--- src/rtl/pll_stat_pkg.sv ---
package pll_stat_pkg;
  localparam int unsigned WORD_W  = 32;
  localparam int unsigned LOL_POS = 22;
  localparam int unsigned LOC_POS = 23;
  localparam int unsigned SYNC_N  = 2;
endpackage

--- src/rtl/lock_edge_sync.sv ---
module lock_edge_sync #(
  parameter int unsigned STAGES = 2
) (
  input  logic clk,
  input  logic rst_n,
  input  logic din,
  output logic sync_q,
  output logic fall,
  output logic rise
);
  logic [STAGES-1:0] chain;
  logic              prev;

  always_ff @(posedge clk or negedge rst_n) begin
    if (!rst_n) chain[0] <= 1'b0;
    else        chain[0] <= din;
  end

  for (genvar i = 1; i < STAGES; i++) begin : g_stage
    always_ff @(posedge clk or negedge rst_n) begin
      if (!rst_n) chain[i] <= 1'b0;
      else        chain[i] <= chain[i-1];
    end
  end

  always_ff @(posedge clk or negedge rst_n) begin
    if (!rst_n) prev <= 1'b0;
    else        prev <= chain[STAGES-1];
  end

  assign sync_q = chain[STAGES-1];
  assign fall   = prev & ~sync_q;
  assign rise   = ~prev & sync_q;

  AST_EDGE_EXCL: assert property (@(posedge clk) disable iff (!rst_n)
    !(fall && rise));
endmodule

--- src/rtl/lol_flag.sv ---
module lol_flag (
  input  logic clk,
  input  logic rst_n,
  input  logic lock_fall,
  input  logic lock_rise,
  input  logic cfg_wr,
  input  logic bypass,
  input  logic clr,
  output logic flag
);
  logic mask_q;
  logic set_evt;

  // Mask starts armed out of reset and re-arms on a reprogramming pulse;
  // a fresh rising edge of the synchronized lock releases it.
  always_ff @(posedge clk or negedge rst_n) begin
    if (!rst_n)         mask_q <= 1'b1;
    else if (cfg_wr)    mask_q <= 1'b1;
    else if (lock_rise) mask_q <= 1'b0;
  end

  assign set_evt = lock_fall & ~mask_q & ~bypass & ~cfg_wr;

  always_ff @(posedge clk or negedge rst_n) begin
    if (!rst_n)       flag <= 1'b0;
    else if (set_evt) flag <= 1'b1;
    else if (clr)     flag <= 1'b0;
  end

  AST_STICKY:      assert property (@(posedge clk) disable iff (!rst_n)
    (flag && !clr) |=> flag);
  AST_W1C:         assert property (@(posedge clk) disable iff (!rst_n)
    (clr && !lock_fall) |=> !flag);
  AST_MASK_HOLD:   assert property (@(posedge clk) disable iff (!rst_n)
    (mask_q && !flag) |=> !flag);
  AST_BYPASS_SET:  assert property (@(posedge clk) disable iff (!rst_n)
    (bypass && !flag) |=> !flag);
  AST_BYPASS_KEEP: assert property (@(posedge clk) disable iff (!rst_n)
    (bypass && flag && !clr) |=> flag);
endmodule

--- src/rtl/clk_fault_stat.sv ---
module clk_fault_stat (
  input  logic clk,
  input  logic rst_n,
  input  logic loc_det,
  input  logic loc_en,
  input  logic bypass,
  output logic loc_q
);
  always_ff @(posedge clk or negedge rst_n) begin
    if (!rst_n) loc_q <= 1'b0;
    else        loc_q <= loc_det & loc_en & ~bypass;
  end

  AST_LOC_OFF: assert property (@(posedge clk) disable iff (!rst_n)
    (bypass || !loc_en || !loc_det) |=> !loc_q);
endmodule

--- src/rtl/pll_stat_reg.sv ---
module pll_stat_reg
  import pll_stat_pkg::*;
#(
  parameter int unsigned W       = WORD_W,
  parameter int unsigned LOL_BIT = LOL_POS,
  parameter int unsigned LOC_BIT = LOC_POS,
  parameter int unsigned SYNC    = SYNC_N
) (
  input  logic         clk,
  input  logic         rst_n,
  input  logic         lock_raw,
  input  logic         loc_det,
  input  logic         loc_en,
  input  logic         bypass,
  input  logic         cfg_wr,
  input  logic         wr_en,
  input  logic [W-1:0] wr_data,
  input  logic         irq_en,
  output logic [W-1:0] rd_data,
  output logic         lol_irq
);
  logic lock_s, lock_fall, lock_rise;
  logic lol, loc, lol_clr;

  lock_edge_sync #(.STAGES(SYNC)) u_sync (
    .clk(clk), .rst_n(rst_n), .din(lock_raw),
    .sync_q(lock_s), .fall(lock_fall), .rise(lock_rise)
  );

  assign lol_clr = wr_en & wr_data[LOL_BIT];

  lol_flag u_lol (
    .clk(clk), .rst_n(rst_n), .lock_fall(lock_fall), .lock_rise(lock_rise),
    .cfg_wr(cfg_wr), .bypass(bypass), .clr(lol_clr), .flag(lol)
  );

  clk_fault_stat u_loc (
    .clk(clk), .rst_n(rst_n), .loc_det(loc_det), .loc_en(loc_en),
    .bypass(bypass), .loc_q(loc)
  );

  always_comb begin
    rd_data          = '0;
    rd_data[LOL_BIT] = lol;
    rd_data[LOC_BIT] = loc;
  end

  assign lol_irq = lol & irq_en;

  AST_IRQ_NEEDS_FLAG: assert property (@(posedge clk) disable iff (!rst_n)
    lol_irq |-> rd_data[LOL_BIT]);
  AST_LOCK_UNUSED: assert property (@(posedge clk) disable iff (!rst_n)
    lock_rise |-> lock_s);
endmodule

--- config.mk ---
export PLATFORM = sky130hd
export DESIGN_NAME = pll_stat_reg
export DESIGN_NICKNAME = d
export VERILOG_FILES = /design/src/rtl/pll_stat_pkg.sv /design/src/rtl/lock_edge_sync.sv /design/src/rtl/lol_flag.sv /design/src/rtl/clk_fault_stat.sv /design/src/rtl/pll_stat_reg.sv
export SDC_FILE = /design/constraint.sdc
export NUM_CORES = 1
export LEC_CHECK = 0
export ABC_CLOCK_PERIOD_IN_PS = 2200
export BUFFER_PORTS_ARGS = -buffer_cell sky130_fd_sc_hd__buf_4
export CAP_MARGIN = 20
export CORE_MARGIN = 2
export CORE_UTILIZATION = 30
export CTS_BUF_LIST = sky130_fd_sc_hd__clkbuf_4
export DETAILED_ROUTE_END_ITERATION = 8
export PLACE_DENSITY = 0.86
export SETUP_SLACK_MARGIN = 0.5
export SYNTH_ARGS = -nofsm -noshare
export SYNTH_HDL_FRONTEND = slang
export SYNTH_SLANG_ARGS = --single-unit
--- constraint.sdc ---
create_clock -name clk -period 2.2 [get_ports clk]
set_clock_uncertainty 0.2 [all_clocks]
set_input_delay 0.55 -clock clk [delete_from_list [all_inputs] [get_ports clk]]
set_output_delay 0.55 -clock clk [all_outputs]
set_load 0.005 [all_outputs]
==> impl_results.md <==
- Largest family of logic cells by synthesized area: buffers and inverters
- Synthesized area per cell: 9.504 µm²
- RR Startpoint: u_lol.mask_q
- RSZ-0062 raised after global routing: no
- Max-Cap Viols: 0
- Clk root buf: clkbuf_4
- Clk Latency, worst-skew pair: 240 ps
- DR vias: 248
- Leak: 0.0002762 µW
- Total Routing Usage GR: 6.460%
- Mapped Cells: 47
- Top Ports: 74
- Filler cell count: 149
- Setup violators final: 0
- Routed WL: 532 µm
- Sequential area share after synthesis: 33.89%
- VDD IR-drop max: 232.8 µV
- Commonest cells post-synth: buf_4 (32), dfrtp_1 (5), nand2_1 (2)
- DR DRC count: 0
- Ys Warns: 0
- Share of flip-flops with an asynchronous set or reset: 100.0%
- Multiplexer area fraction after synthesis: 0%
- Total congestion overflow: 0
- Hold WC Path Type: reg -> reg
- Critical R2R Capture: u_lol.flag
- Largest net degree at the start of global routing: 7
- Initial Utilization: 33.09%
- GP Congestion: 0.6819
- Buffers on Ports: 12
- Fin. max-slew vios: 0
- Seq cells post-synth: 6
- Xor/xnor share of the synthesized area: 0%
- DR pass1 iterations: 2
- Main synth FF type: dfrtp_1
- Layout cells sized above 1: 30.65%
- Inserted Diodes: 0
- Vias in the first global route: 204
- Number of routed nets with antenna violations: 0
- Data arrival, critical path: 930 ps
- Vias/cell: 3.221
- Crit path max fanout: 1
- Period utilization: 76.23%
- Die width: 42.59 µm
- Worst Hold End: u_sync.sync_q
- DIE HEIGHT: 42.59 µm
- CP startpoint: irq_en
- Setup crit start kind: input pin
- Drt wl/cell: 6.909 µm
- Count leader, synth: buf_4
- Element type at the critical path end: primary output
- Number of synthesized flops with an enable pin: 0
- Pwr dens: 587.2 nW/µm²
- Hold Crit Start: u_sync.chain[0]
- Core Region: 1350 µm²
- Clk slew on worst S/H paths: 50 ps
- Final nets: 104
- Post-synthesis compound-gate area fraction: 3.922%
- FF-to-FF setup slack: 940 ps
- Synth Cell Area: 446.7 µm²
- Clk sinks: 6
- Hold Crit Depth: 0
- Final TNS setup: 0 ps
- HPWL Detailed: 483.8 µm
- Post-synthesis simple-gate area fraction: 7.563%
- Top cell type's share of synthesized area: 53.78%
- CTS max path bufs: 2
- Inserted Clock Buffers: 3
- Yosys top cell by area: buf_4
- Period minus WS final: 1677 ps
- Type of the worst setup path: in -> out
- Netlist cell types: 11
- Post_cts resized: 0
- Outcome: complete, no violations
- Area growth, synth to finish: 5.602%
- Critical path data required time: 1450 ps
- Full die area: 1813 µm²
- Fmax: 596.3 MHz
- Synth top area cells: buf_4 (54%), dfrtp_1 (28%), dfstp_2 (5.9%)
- Synth Area in Adders: 0%
- Final hold slack: 151.8 ps
- Initial DRC count: 5
- Num rows: 13
- Max H-tree Level: 1
- Reg2Reg Depth: 2
- First-pass GRT wire length: 793 µm
- Initial antenna violation count: 0
- CTS tree: yes
- Hold Violations, Final: 0
## flip-flops by register name, summed over array words and instances, names as in the netlist
signal         cells
u_loc.loc_q        1
u_lol.flag         1
u_lol.mask_q       1
u_sync.chain       1
u_sync.prev        1
u_sync.sync_q      1
## through the flow
stage	util [%]	area (µm²)	total power, µW	std cells	setup WS (ps)
CTS	34.38	464.2	284.0	76	502.1
global route	34.94	471.7	298.2	77	502.9
global placement	31.42	424.2	153.7	71	548.3
finish	34.94	471.7	277.0	77	522.9
floorplan	-	555.5	177.0	76	741.1
detailed placement	31.42	424.2	154.8	71	535.0
## cell families (layout without fill, tap and decap cells)
| group | Yosys count | count (layout) |
|---|---|---|
| buffers and inverters | 32 | 18 |
| AO/OA/AOI/OAI | 2 | 2 |
| flip-flops | 6 | 6 |
| other | 1 | 30 |
| AND/OR/NAND/NOR | 6 | 6 |
## worst max path at each step
stage	to	slack, ps
CTS	lol_irq	500
global placement	lol_irq	550
finish	lol_irq	520
global route	lol_irq	500
floorplan	u_lol.flag	740
detailed placement	lol_irq	540
## where the power goes
part	internal, µW	switching (µW)	total, µW
Sequential	117	2.33	119
Clock	81.0	40.2	121
Combinational	17.3	19.1	36.4
Total	215	61.6	277
## timing repair
action | 4_1_cts | 5_1_grt
endpoints found under the hold margin | 5 | 0
endpoints found under the setup margin | 0 | 1
hold buffers | 1 | 0
buffers inserted | 0 | 1
## area by class of cell
class | count | area [µm²] | share of cell area, %
clock buffer | 4 | 30.03 | 6.366
multi-input combinational | 38 | 163.9 | 34.75
sequential | 6 | 151.4 | 32.10
tap | 15 | 18.77 | 3.979
timing repair buffer | 14 | 107.6 | 22.81
## worst max-delay path: stages
cell and delay [ps]:
buf_4 100, and2_1 140, buf_4 130
## routing by layer
layer / GRT usage, % / wire length (µm) / vias up
met3: 4.741 / 92 / 0
met1: 5.222 / 154 / 108
met2: 10.15 / 286 / 24
met5: 0 / 0 / -
met4: 5.625 / 0 / 0
li1: - / - / 116
## placed cells by master (no fill, tap or decap)
cell type,count
buf_4,13
clkbuf_4,4
nor2_1,1
or4b_1,1
conb_1,30
a21o_2,1
dfrtp_1,5
nand2b_1,1
o2bb2ai_1,1
dfstp_2,1
dlygate4sd3_1,1
nand2_1,2
and2_1,1
Note: power is estimated with default switching activity, not from simulation.
